<file path="src/rtl/sqf_pkg.sv">
package sqf_pkg;
    localparam int unsigned ADDR_W   = 32;
    localparam int unsigned DATA_W   = 32;
    localparam int unsigned NQ       = 2;
    localparam int unsigned WPQ      = 8;
    localparam int unsigned HI_W     = 3;
    localparam int unsigned HI_SHIFT = 24;
    localparam int unsigned NWORDS   = NQ * WPQ;
    localparam int unsigned IDX_W    = $clog2(NWORDS);
    localparam int unsigned BEAT_W   = $clog2(WPQ);
    localparam int unsigned Q_W      = $clog2(NQ);
    localparam int unsigned QBIT_LO  = BEAT_W + 2;

    localparam logic [ADDR_W-1:0] RAW_MASK  = 32'h03FF_FFE0;
    localparam logic [ADDR_W-1:0] XLAT_MASK = 32'h1FFF_FFE0;

    typedef logic [DATA_W-1:0] word_t;
    typedef logic [ADDR_W-1:0] addr_t;

    typedef struct packed {
        logic [Q_W-1:0] q;
        addr_t          addr;
    } burst_cmd_t;

    typedef enum logic {ST_IDLE, ST_SEND} burst_st_e;

    function automatic addr_t build_target(addr_t a, logic xlat, logic [HI_W-1:0] hi);
        if (xlat) return a & XLAT_MASK;
        return (a & RAW_MASK) | (addr_t'(hi) << HI_SHIFT);
    endfunction
endpackage

</file>
<file path="src/rtl/sqf_store.sv">
module sqf_store
    import sqf_pkg::*;
(
    input  logic                 clk,
    input  logic                 rst,
    input  logic                 we,
    input  logic [IDX_W-1:0]     widx,
    input  word_t                wdata,
    input  logic [IDX_W-1:0]     ridx,
    output word_t                rdata,
    input  logic [Q_W-1:0]       bq,
    input  logic [BEAT_W-1:0]    bbeat,
    output word_t                bdata
);
    word_t mem [NWORDS];

    always_ff @(posedge clk) begin
        if (rst) begin
            for (int i = 0; i < NWORDS; i++) mem[i] <= '0;
        end else if (we) begin
            mem[widx] <= wdata;
        end
    end

    assign rdata = mem[ridx];
    assign bdata = mem[{bq, bbeat}];
endmodule

</file>
<file path="src/rtl/sqf_target.sv">
module sqf_target
    import sqf_pkg::*;
(
    input  addr_t            req_addr,
    input  logic             xlat,
    input  logic [HI_W-1:0]  hi_vals [NQ],
    output burst_cmd_t       cmd
);
    logic [Q_W-1:0] qsel;
    assign qsel     = req_addr[QBIT_LO +: Q_W];
    assign cmd.q    = qsel;
    assign cmd.addr = build_target(req_addr, xlat, hi_vals[qsel]);
endmodule

</file>
<file path="src/rtl/sqf_burst_fsm.sv">
module sqf_burst_fsm
    import sqf_pkg::*;
(
    input  logic              clk,
    input  logic              rst,
    input  logic              start,
    input  burst_cmd_t        cmd_in,
    input  logic              beat_ready,
    output logic              active,
    output logic              last_beat,
    output logic [BEAT_W-1:0] beat,
    output burst_cmd_t        cmd_q
);
    burst_st_e st;
    logic      at_end;

    assign at_end    = (beat == BEAT_W'(WPQ - 1));
    assign active    = (st == ST_SEND);
    assign last_beat = active && at_end;

    always_ff @(posedge clk) begin
        if (rst) begin
            st    <= ST_IDLE;
            beat  <= '0;
            cmd_q <= '0;
        end else begin
            case (st)
                ST_IDLE: if (start) begin
                    st    <= ST_SEND;
                    beat  <= '0;
                    cmd_q <= cmd_in;
                end
                ST_SEND: if (beat_ready) begin
                    if (at_end) begin
                        st   <= ST_IDLE;
                        beat <= '0;
                    end else begin
                        beat <= beat + 1'b1;
                    end
                end
                default: st <= ST_IDLE;
            endcase
        end
    end
endmodule

</file>
<file path="src/rtl/sqf_top.sv">
module sqf_top
    import sqf_pkg::*;
(
    input  logic        clk,
    input  logic        rst,
    input  logic        cpu_req,
    input  logic        cpu_we,
    input  logic [31:0] cpu_addr,
    input  logic [31:0] cpu_wdata,
    output logic [31:0] cpu_rdata,
    output logic        cpu_stall,
    input  logic        qctl_we,
    input  logic        qctl_sel,
    input  logic [31:0] qctl_wdata,
    input  logic        flush_req,
    input  logic        flush_xlat,
    input  logic [31:0] flush_addr,
    output logic        flush_ready,
    output logic        busy,
    output logic        bm_valid,
    input  logic        bm_ready,
    output logic [31:0] bm_addr,
    output logic [31:0] bm_data,
    output logic        bm_last
);
    logic [HI_W-1:0]   hi_q [NQ];
    burst_cmd_t        new_cmd, cur_cmd;
    logic [BEAT_W-1:0] beat;
    logic              active, last_beat, start, wr_fire;
    logic [Q_W-1:0]    wr_q;
    logic              unused_bits;

    assign unused_bits = ^{cpu_addr[31:IDX_W+2], cpu_addr[1:0], qctl_wdata[31:HI_W]};

    for (genvar g = 0; g < NQ; g++) begin : g_hi
        always_ff @(posedge clk) begin
            if (rst) hi_q[g] <= '0;
            else if (qctl_we && (Q_W'(qctl_sel) == Q_W'(g))) hi_q[g] <= qctl_wdata[HI_W-1:0];
        end
    end

    assign wr_q      = cpu_addr[QBIT_LO +: Q_W];
    assign cpu_stall = cpu_req && cpu_we && active && (wr_q == cur_cmd.q);
    assign wr_fire   = cpu_req && cpu_we && !cpu_stall;
    assign start     = flush_req && !active;

    sqf_target i_target (
        .req_addr (flush_addr),
        .xlat     (flush_xlat),
        .hi_vals  (hi_q),
        .cmd      (new_cmd)
    );

    sqf_burst_fsm i_fsm (
        .clk        (clk),
        .rst        (rst),
        .start      (start),
        .cmd_in     (new_cmd),
        .beat_ready (bm_ready),
        .active     (active),
        .last_beat  (last_beat),
        .beat       (beat),
        .cmd_q      (cur_cmd)
    );

    sqf_store i_store (
        .clk   (clk),
        .rst   (rst),
        .we    (wr_fire),
        .widx  (cpu_addr[IDX_W+1:2]),
        .wdata (cpu_wdata),
        .ridx  (cpu_addr[IDX_W+1:2]),
        .rdata (cpu_rdata),
        .bq    (cur_cmd.q),
        .bbeat (beat),
        .bdata (bm_data)
    );

    assign busy        = active;
    assign bm_valid    = active;
    assign flush_ready = !active;
    assign bm_addr     = cur_cmd.addr;
    assign bm_last     = last_beat;
endmodule

</file>
<file path="config.mk">
export PLATFORM = sky130hd
export DESIGN_NAME = sqf_top
export DESIGN_NICKNAME = d
export VERILOG_FILES = /design/src/rtl/sqf_pkg.sv /design/src/rtl/sqf_store.sv /design/src/rtl/sqf_target.sv /design/src/rtl/sqf_burst_fsm.sv /design/src/rtl/sqf_top.sv
export SDC_FILE = /design/constraint.sdc
export NUM_CORES = 1
export LEC_CHECK = 0
export ABC_AREA = 0
export BUFFER_PORTS_ARGS = -buffer_cell sky130_fd_sc_hd__buf_2
export CORE_MARGIN = 5
export CORE_UTILIZATION = 61
export CTS_BUF_LIST = sky130_fd_sc_hd__clkbuf_16
export DETAILED_ROUTE_END_ITERATION = 7
export GPL_TIMING_DRIVEN = 0
export PLACE_DENSITY_LB_ADDON = 0.3
export SYNTH_ARGS = -nofsm -noshare
export SYNTH_HDL_FRONTEND = slang
export SYNTH_SLANG_ARGS = --single-unit
</file>
<file path="constraint.sdc">
create_clock -name clk -period 2.5 [get_ports clk]
set_input_delay 0.125 -clock clk [delete_from_list [all_inputs] [get_ports clk]]
set_output_delay 0.125 -clock clk [all_outputs]
set_load 0.02 [all_outputs]
</file>
==> impl_metrics.env, run 1 <==
export IMPL_start_kind="register"
export IMPL_htree_levels=2
export IMPL_grt_max_degree=33
export IMPL_hold_viol=0
export IMPL_end_kind="primary output"
export IMPL_p_leak_uw=0.01255
export IMPL_antenna_found_initial=0
export IMPL_area_delta_synth_final_pct=19.70
export IMPL_grt_pass1_vias=20740
export IMPL_dpl_cell_area_um2=29930
export IMPL_fmax_mhz=386.4
export IMPL_nets=2475
export IMPL_cp_max_fo=10
export IMPL_setup_viol=38
export IMPL_worstPathArrival_ns=2.46
export IMPL_yosysTopAreaCell="edfxtp_1"
export IMPL_dpl_hpwl_mm=57.11
export IMPL_crit_top_cell="buf_16"
export IMPL_syn_instance_count=2007
export IMPL_overflow=0
export IMPL_boundaryPins=238
export IMPL_antenna_left=0
export IMPL_remaining_drc_errors=0
export IMPL_seq_area_um2=16060
export IMPL_final_cell_mix="and2_1, edfxtp_1, mux4_2"
export IMPL_vias_per_cell=6.880
export IMPL_violations="negative setup slack"
export IMPL_report_final_slew_viol_count=0
export IMPL_synth_seq_cells=546
export IMPL_cp_slowest_cell="dfxtp_4"
export IMPL_hold_class="primary input to register"
export IMPL_period_share_pct=103.5
export IMPL_firstDrtPassIters=8
export IMPL_synth_area_leaders="edfxtp_1, mux4_2, and2_1, mux2i_1, a22oi_1"
export IMPL_setup_ws_ns=-0.08814
export IMPL_cts_sinks=546
export IMPL_final_common_cell="and2_1"
export IMPL_cts_tree="built"
export IMPL_rows=79
export IMPL_final_area_um2=33900
export IMPL_synth_top_area_share_pct=54.29
export IMPL_core_um2=46260
export IMPL_syn_area_per_cell_um2=14.11
export IMPL_power_uw=21360
export IMPL_syn_cell_area_um2=28320
export IMPL_initial_utilization_pct=61.22
export IMPL_min_period_ns=2.588
export IMPL_gp_congestion=0.8793
export IMPL_place_inst=2783
export IMPL_drtIter0Drc=3388
export IMPL_cts_buffers=55
export IMPL_totalWireLength_mm=93.72
export IMPL_port_buffers=161
export IMPL_drive_gt1_share_pct=28.53
export IMPL_max_slew_worst_pin_slew_ns=1.093
export IMPL_multi_input_area_um2=11830
export IMPL_cpPeakStageDelay_ns=0.46
export IMPL_clk_pin_slew_worst_paths_ns=0.06
export IMPL_wire_per_inst_um=31.36
export IMPL_dieArea_um2=50830
export IMPL_rsz0062_at_grt="yes"
export IMPL_grtUsageTotal_pct=36.37
export IMPL_power_density_nw_per_um2=630.0
export IMPL_yosys_cell_types_count=35
export IMPL_synth_edff_count=512
export IMPL_clock_latency_ns=0.62
export IMPL_cts_path_max_buffers=3
export IMPL_fin_cells=2988
export IMPL_cp_required_ns=2.38
export IMPL_ys_async_sr_fraction_pct=0
export IMPL_yosys_most_used_dff="edfxtp_1"
export IMPL_ys_seq_area_share_pct=56.69
export IMPL_yosysWarnings=0
export IMPL_die_x_um=225.5
export IMPL_relSlewSlack_pct=27.14
export IMPL_vias=20560
export IMPL_grt_pass1_wl_mm=134.5
export IMPL_path_cells="buf_16 > buf_16 > buf_12 > mux2i_2 > a22oi_1 > nand3_1 > nand2_2 > buf_4"
export IMPL_clk_root_buffer_cell="clkbuf_16"
export IMPL_drv_cap=0
export IMPL_die_h_um=225.5
export IMPL_fin_skew_ns=0.02786
export IMPL_status="complete, but fails checks"
export IMPL_vdd_drop_max_v=0.0004475
export IMPL_path_class="register to primary output"
export IMPL_fill_cells=2793
[cells in the mapped netlist (all sizes together) (2+ instances only)]
master,number
a2111o,2
a21oi,25
a22oi,160
a32oi,3
and2,515
buf,64
clkbuf,138
dfxtp,34
edfxtp,512
ha,2
inv,3
mux2i,134
mux4,192
nand2,114
nand2b,3
nand3,37
nor2,29
nor2b,6
nor3,9
o2111ai,2
or2,16
[cell type report]
type | count | share of cell area (%)
Sequential cell | 546 | 47.37
Multi-Input combinational cell | 1276 | 34.91
Timing Repair Buffer | 256 | 6.190
Buffer | 198 | 4.134
Clock buffer | 55 | 4.060
Tap cell | 607 | 2.240
Clock inverter | 46 | 1.056
Inverter | 3 | 0.03322
Antenna cell | 1 | 0.007382
[cell families (layout without fill, tap and decap cells)]
| family | count (synthesis) | in the layout | share of synthesized area, % |
|---|---|---|---|
| XOR/XNOR | 1 | 1 | 0.03093 |
| other | 1 | 9 | 0.01324 |
| AND/OR/NAND/NOR | 731 | 744 | 14.91 |
| AO/OA/AOI/OAI | 195 | 195 | 5.028 |
| buffers and inverters | 205 | 558 | 3.234 |
| multiplexers | 326 | 326 | 20.01 |
| adder cells (fa/ha/maj) | 2 | 2 | 0.08835 |
| flip-flops | 546 | 546 | 56.69 |
[power by group]
part	leakage [uW]	internal, uW	switching [uW]
Clock	0.000908	4590	3520
Sequential	0.00547	10400	221
Combinational	0.00618	1110	1560
[worst max-delay path: cells and delay by family (launching register included)]
kind | cells | cell delay, ns
mux | 1 | 0.24
flops | 1 | 0.46
simple gates | 2 | 0.29
buf+inv | 4 | 0.72
compound gates | 1 | 0.11
[layer usage]
layer / part of all wire (%) / GRT usage, % / vias to the layer above
met5: 0 / 0 / -
met4: 6.4 / 18.18 / 0
met3: 14 / 9.782 / 412
met2: 47 / 57.81 / 1765
met1: 33 / 46.79 / 10150
li1: - / - / 8228
[final timing paths]
| kind | start | slack, ns | to | depth (start not counted) |
|---|---|---|---|---|
| worst max-delay path | i_fsm.beat[0]$_SDFFE_PP0P_ | -0.09 | bm_data[19] | 8 |
| worst min-delay path | rst | 0.07 | i_fsm.beat[1]$_SDFFE_PP0P_ | 3 |
| worst max register to register | i_fsm.active$_SDFF_PP0_ | -0.03 | i_store.mem[2][5]$_SDFFCE_PN0P_ | 7 |
| worst min register to register | i_fsm.cmd_q[9]$_SDFFE_PP0P_ | 0.46 | i_fsm.cmd_q[9]$_SDFFE_PP0P_ | 2 |
[stage by stage]
step	utilization, %	hold WS (ns)	setup WS (ns)	TNS (ns)
floorplan	-	0.2428	0.2770	0
global placement	64.66	0.3676	-1.325	-227.28
detailed placement	64.69	0.3760	-0.7401	-193.67
CTS	72.82	0.04012	-0.1310	-2.035
global route	73.28	0.1090	-0.1226	-2.357
finish	73.28	0.07394	-0.08814	-1.372
[flip-flops by register name, indices dropped and copies added (netlist names)]
name and cells:
i_fsm.cmd_q 24, hi_q 6, i_fsm.beat 3, i_fsm.active 1, i_store.mem 512
[repair_timing]
item	in CTS	in global routing
cloned	18	4
hold buffers	73	0
buffers inserted	9	6
setup endpoints to repair	647	545
hold endpoints to repair	226	0
resized for setup	273	71
pin swaps	54	20
(Power assumes the default switching activity.)
==> run 2: changes to the inputs <==
--- a/config.mk
+++ b/config.mk
@@ -7,8 +7,10 @@
 export LEC_CHECK = 0
 export ABC_AREA = 0
 export BUFFER_PORTS_ARGS = -buffer_cell sky130_fd_sc_hd__buf_2
+export CELL_PAD_IN_SITES_DETAIL_PLACEMENT = 0
+export CELL_PAD_IN_SITES_GLOBAL_PLACEMENT = 1
 export CORE_MARGIN = 5
-export CORE_UTILIZATION = 61
+export CORE_UTILIZATION = 54
 export CTS_BUF_LIST = sky130_fd_sc_hd__clkbuf_16
 export DETAILED_ROUTE_END_ITERATION = 7
 export GPL_TIMING_DRIVEN = 0
==> constraint.sdc (replaced) <==
create_clock -name clk -period 3.05 [get_ports clk]
set_input_delay 0.1525 -clock clk [delete_from_list [all_inputs] [get_ports clk]]
set_output_delay 0.1525 -clock clk [all_outputs]
set_load 0.02 [all_outputs]
==> impl_metrics.env, run 2 (synthesis results as in run 1) <==
export IMPL_status="completed"
export IMPL_clk_pin_slew_worst_paths_ns=0.06
export IMPL_grt_max_degree=33
export IMPL_crit_top_cell="buf_2"
export IMPL_pre_cts_slack_ns=-0.2297
export IMPL_regMostFlops="i_store.mem"
export IMPL_fin_skew_ns=0.01727
export IMPL_start_kind="register"
export IMPL_remaining_drc_errors=0
export IMPL_dieArea_um2=57120
export IMPL_antenna_found_initial=2
export IMPL_rows=84
export IMPL_drv_cap=0
export IMPL_max_slew_worst_pin_slew_ns=1.190
export IMPL_fin_util_pct=62.83
export IMPL_initial_utilization_pct=54.22
export IMPL_final_cell_mix="and2_1, edfxtp_1, mux4_2"
export IMPL_min_period_ns=3.044
export IMPL_vias=19420
export IMPL_period_share_pct=99.79
export IMPL_cts_buffers=58
export IMPL_cts_sinks=546
export IMPL_cts_tree="built"
export IMPL_power_density_nw_per_um2=543.5
export IMPL_clock_latency_ns=0.63
export IMPL_antenna_left=0
export IMPL_vdd_drop_max_v=0.0004738
export IMPL_cts_path_max_buffers=3
export IMPL_largestRegisters="i_store.mem x512, i_fsm.cmd_q x24, hi_q x6"
export IMPL_boundaryPins=238
export IMPL_cp_num_buf_inv=4
export IMPL_clk_root_buffer_cell="clkbuf_16"
export IMPL_report_final_slew_viol_count=0
export IMPL_cpLargestDelayFamily="buffers and inverters"
export IMPL_totalWireLength_mm=89.76
export IMPL_cp_max_fo=10
export IMPL_fmax_mhz=328.6
export IMPL_overflow=0
export IMPL_htree_levels=2
export IMPL_dpl_cell_area_um2=30010
export IMPL_hold_viol=0
export IMPL_wire_per_inst_um=29.51
export IMPL_die_x_um=239.0
export IMPL_vias_per_cell=6.384
export IMPL_drive_gt1_share_pct=24.57
export IMPL_grt_pass1_wl_mm=129.5
export IMPL_cpPeakStageDelay_ns=0.46
export IMPL_cp_slowest_cell="a22oi_1"
export IMPL_path_class="register to primary output"
export IMPL_dpl_hpwl_mm=59.29
export IMPL_setup_tns_ns=0
export IMPL_postCtsSetupBuffers=0
export IMPL_nets=2444
export IMPL_port_buffers=161
export IMPL_grt_pass1_vias=19690
export IMPL_setup_ws_ns=0.006420
export IMPL_worstPathArrival_ns=2.89
export IMPL_area_delta_synth_final_pct=15.89
export IMPL_end_kind="primary output"
export IMPL_rsz0062_at_grt="yes"
export IMPL_drtIter0Drc=2123
export IMPL_final_area_um2=32820
export IMPL_relSlewSlack_pct=20.65
export IMPL_core_um2=52240
export IMPL_firstDrtPassIters=6
export IMPL_cp_required_ns=2.90
export IMPL_p_leak_uw=0.01215
export IMPL_largest_register_ffs=512
export IMPL_gp_congestion=0.8883
export IMPL_hold_ws_ns=0.01597
export IMPL_grtUsageTotal_pct=31.14
export IMPL_die_h_um=239.0
export IMPL_path_cells="buf_2 > clkbuf_4 > nor2_1 > clkbuf_2 > a22oi_1 > nand2_1 > buf_2"
export IMPL_hold_class="primary input to register"
export IMPL_final_common_cell="and2_1"
export IMPL_setup_viol=0
run 2: worst reg2reg max path, stage by stage (launching register included):
cell,delay [ns]
dfxtp_1,0.33
buf_2,0.19
a2111o_1,0.53
nor2_2,0.44
or2_2,1.00
run 2: what timing repair did:
| action | in CTS | in global routing |
|---|---|---|
| hold endpoints to repair | 226 | 0 |
| endpoints found under the setup margin | 100 | 134 |
| hold buffers | 71 | 0 |
| gates resized for setup | 54 | 15 |
run 2: cell type report:
cell class / instances / area (um2)
Antenna cell: 2 / 5.005
Buffer: 201 / 1018
Clock buffer: 61 / 1526
Clock inverter: 46 / 405.4
Fill cell: 3883 / 19410
Inverter: 3 / 11.26
Multi-Input combinational cell: 1263 / 11420
Sequential cell: 546 / 16060
Tap cell: 688 / 860.8
Timing Repair Buffer: 232 / 1516
run 2: metrics by stage:
stage	total power, uW	std cells
6_report	17840	3042
5_1_grt	18300	3041
4_1_cts	17830	3040
3_5_place_dp	10640	2863
3_3_place_gp	10580	2863
2_1_floorplan	9905	2014
run 2: worst paths after layout:
| kind | from | to | slack, ns | cells after the start |
|---|---|---|---|---|
| max | i_fsm.beat[1]$_SDFFE_PP0P_ | bm_data[28] | 0.006 | 7 |
| min | flush_req | i_fsm.cmd_q[6]$_SDFFE_PP0P_ | 0.02 | 4 |
| max reg2reg | i_fsm.active$_SDFF_PP0_ | i_store.mem[13][17]$_SDFFCE_PN0P_ | 0.13 | 4 |
| min reg2reg | i_fsm.cmd_q[28]$_SDFFE_PP0P_ | i_fsm.cmd_q[28]$_SDFFE_PP0P_ | 0.46 | 2 |
run 2: layer usage:
layer  part of all wire (%)  vias up  global-route usage, %
li1                       -     8164                      -
met1                     37     9865                  41.37
met2                     49     1161                  51.70
met3                    9.8      231                  5.791
met4                    4.3        0                  11.95
met5                      0        -                      0
run 2: where the power goes:
part           switching, uW  total (uW)  internal (uW)
logic                   1180        1930            752
clock network           3000        7250           4260
registers                158        8650           8500
total                   4330       17800          13500
==> run 3: changes to the inputs <==
--- a/config.mk
+++ b/config.mk
@@ -5,12 +5,12 @@
 export SDC_FILE = /design/constraint.sdc
 export NUM_CORES = 1
 export LEC_CHECK = 0
-export ABC_AREA = 0
+export ABC_AREA = 1
 export BUFFER_PORTS_ARGS = -buffer_cell sky130_fd_sc_hd__buf_2
 export CELL_PAD_IN_SITES_DETAIL_PLACEMENT = 0
 export CELL_PAD_IN_SITES_GLOBAL_PLACEMENT = 1
 export CORE_MARGIN = 5
-export CORE_UTILIZATION = 54
+export CORE_UTILIZATION = 25
 export CTS_BUF_LIST = sky130_fd_sc_hd__clkbuf_16
 export DETAILED_ROUTE_END_ITERATION = 7
 export GPL_TIMING_DRIVEN = 0
==> impl_metrics.env, run 3 <==
export IMPL_synth_seq_cells=546
export IMPL_final_area_um2=38110
export IMPL_crit_top_cell="nand3_1"
export IMPL_cts_tree="built"
export IMPL_cp_max_fo=10
export IMPL_grt_pass1_vias=28600
export IMPL_area_delta_synth_final_pct=21.10
export IMPL_totalWireLength_mm=163.8
export IMPL_drive_gt1_share_pct=9.792
export IMPL_gp_congestion=0.8830
export IMPL_overflow=0
export IMPL_regMostFlops="i_store.mem"
export IMPL_syn_area_per_cell_um2=7.066
export IMPL_path_cells="clkbuf_4 > clkbuf_2 > buf_2 > nand2_1 > nand3_1 > nand3_1 > nand3_1 > nand2_1 > buf_2"
export IMPL_grt_max_degree=33
export IMPL_hold_viol=0
export IMPL_synthAdderAreaFrac_pct=0.07953
export IMPL_die_h_um=364.8
export IMPL_largest_register_ffs=512
export IMPL_syn_instance_count=4453
export IMPL_port_buffers=161
export IMPL_fin_util_pct=30.39
export IMPL_fmax_mhz=329.8
export IMPL_hp_start="cpu_wdata[16]"
export IMPL_grtUsageTotal_pct=23.93
export IMPL_synth_edff_count=512
export IMPL_ys_seq_area_share_pct=51.03
export IMPL_yosys_area_share_simple_pct=38.10
export IMPL_boundaryPins=238
export IMPL_antenna_left=0
export IMPL_vdd_drop_max_v=0.0003509
export IMPL_remaining_drc_errors=0
export IMPL_final_cell_mix="nand2_1, nor2_1, inv_1"
export IMPL_antenna_found_initial=3
export IMPL_relSlewSlack_pct=10.04
export IMPL_cpLargestDelayFamily="buffers and inverters"
export IMPL_report_final_slew_viol_count=0
export IMPL_drtIter0Drc=3397
export IMPL_core_um2=125400
export IMPL_power_density_nw_per_um2=522.2
export IMPL_worstPathArrival_ns=2.88
export IMPL_syn_cell_area_um2=31470
export IMPL_largestRegisters="i_store.mem x512, i_fsm.cmd_q x24, hi_q x6"
export IMPL_vias=31120
export IMPL_cp_num_buf_inv=4
export IMPL_synth_compound_area_share_pct=0.7913
export IMPL_wire_per_inst_um=25.18
export IMPL_synth_commonest_cells="nand2_1, nor2_1, edfxtp_1"
export IMPL_max_slew_worst_pin_slew_ns=1.349
export IMPL_cpPeakStageDelay_ns=0.44
export IMPL_dieArea_um2=133100
export IMPL_cts_path_max_buffers=3
export IMPL_period_share_pct=99.40
export IMPL_reg2reg_from="i_fsm.cmd_q[5]$_SDFFE_PP0P_"
export IMPL_status="completed"
export IMPL_nets=4936
export IMPL_grt_pass1_wl_mm=222.4
export IMPL_synth_top_area_share_pct=48.86
export IMPL_synth_top_family_by_area="simple AND/OR/NAND/NOR gates"
export IMPL_cp_required_ns=2.90
export IMPL_ys_async_sr_fraction_pct=0
export IMPL_synth_area_leaders="edfxtp_1, nand2_1, nor2_1, nand3_1, inv_1"
export IMPL_yosysTopAreaCell="edfxtp_1"
export IMPL_yosys_most_used_dff="edfxtp_1"
export IMPL_fill_cells=13780
export IMPL_dpl_cell_area_um2=34700
export IMPL_firstDrtPassIters=6
export IMPL_setup_worst_path_start="i_fsm.beat[0]$_SDFFE_PP0P_"
export IMPL_p_leak_uw=0.01861
export IMPL_final_common_cell="nand2_1"
export IMPL_setup_viol=0
export IMPL_yosysWarnings=0
export IMPL_synth_most_common_cell="nand2_1"
export IMPL_htree_levels=3
export IMPL_start_kind="register"
export IMPL_min_period_ns=3.032
export IMPL_clk_pin_slew_worst_paths_ns=0.06
export IMPL_clk_root_buffer_cell="clkbuf_16"
export IMPL_drv_cap=0
export IMPL_hold_class="primary input to register"
export IMPL_vias_per_cell=4.784
export IMPL_dpl_hpwl_mm=112.5
export IMPL_initial_utilization_pct=25.09
export IMPL_cts_buffers=72
export IMPL_muxShareOfSynthArea_pct=0
export IMPL_end_kind="primary output"
export IMPL_synth_xor_area_share_pct=0
export IMPL_die_x_um=364.8
export IMPL_cts_sinks=546
export IMPL_fin_skew_ns=0.02232
export IMPL_yosys_cell_types_count=22
export IMPL_cp_slowest_cell="buf_2"
export IMPL_path_class="register to primary output"
export IMPL_clock_latency_ns=0.64
export IMPL_rows=130
==> run 3: changes by cell type after synthesis, moves of 134 or more <==
cell / change
and2_1: -515
a22oi_1: -160
inv_1: +493
nand3_1: +352
mux2i_1: -134
nor2_1: +534
mux4_2: -192
nand2_1: +1970
==> run 3: logic make-up (layout without fill, tap and decap cells) <==
family,Yosys count,count (layout)
other,1,12
AOI/OAI and AO/OA,48,48
buffers and inverters,806,1197
DFF,546,546
adders and majority gates,2,2
and+or+nand+nor,3050,3050
==> run 3: metal layers <==
| metal | track usage [%] | wire length, um | vias up |
|---|---|---|---|
| li1 | - | - | 14350 |
| met1 | 31.44 | 68330 | 14910 |
| met2 | 38.05 | 72700 | 1513 |
| met3 | 5.396 | 14810 | 342 |
| met4 | 10.01 | 7870 | 4 |
| met5 | 0 | 53 | - |
==> run 3: layout make-up <==
type | instances | area, um2 | share of cell area [%]
Clock buffer | 78 | 1952 | 5.122
Tap cell | 1650 | 2064 | 5.418
Multi-Input combinational cell | 3108 | 12420 | 32.60
Timing Repair Buffer | 263 | 1932 | 5.070
Antenna cell | 4 | 10.01 | 0.02627
Clock inverter | 50 | 240.2 | 0.6304
Buffer | 304 | 1544 | 4.052
Inverter | 502 | 1884 | 4.945
Sequential cell | 546 | 16060 | 42.13
==> run 3: repair_timing <==
action                     in CTS  in global routing
resized for setup             163                 44
setup buffers                  11                  3
hold endpoints to repair      180                  0
pin swaps                       0                  1
hold buffers                   74                  0
setup endpoints to repair     469                112
==> run 3: tightest hold or removal path, delay by kind of cell <==
kind	cells	cell delay (ns)
AND/OR/NAND/NOR	1	0.14
buffers and inverters	2	0.23
==> run 3: through the flow <==
stage	power (uW)	hold slack, ns	setup slack [ns]	std cells	TNS [ns]
detailed placement	11760	0.3808	-0.7676	6285	-156.58
global placement	11730	0.3730	-2.026	6271	-748.49
CTS	19970	0.001480	0.005820	6498	0
finish	19900	0.01499	0.01830	6505	0
global route	20530	0.01932	-0.1006	6502	-0.3984
floorplan	10360	0.2874	0.4936	4460	0
==> run 3: power by group <==
group	internal, uW	switching (uW)	leakage, uW
Clock	4650	3520	0.00117
Sequential	8500	157	0.00547
Combinational	794	2280	0.0120
==> run 3: final timing paths <==
kind,cells past startpoint,slack (ns),end
max,9,0.02,bm_data[28]
min,3,0.01,i_store.mem[0][16]$_SDFFCE_PN0P_
max reg2reg,8,0.03,i_store.mem[11][7]$_SDFFCE_PN0P_
min reg2reg,2,0.45,hi_q[5]$_SDFFE_PP0P_
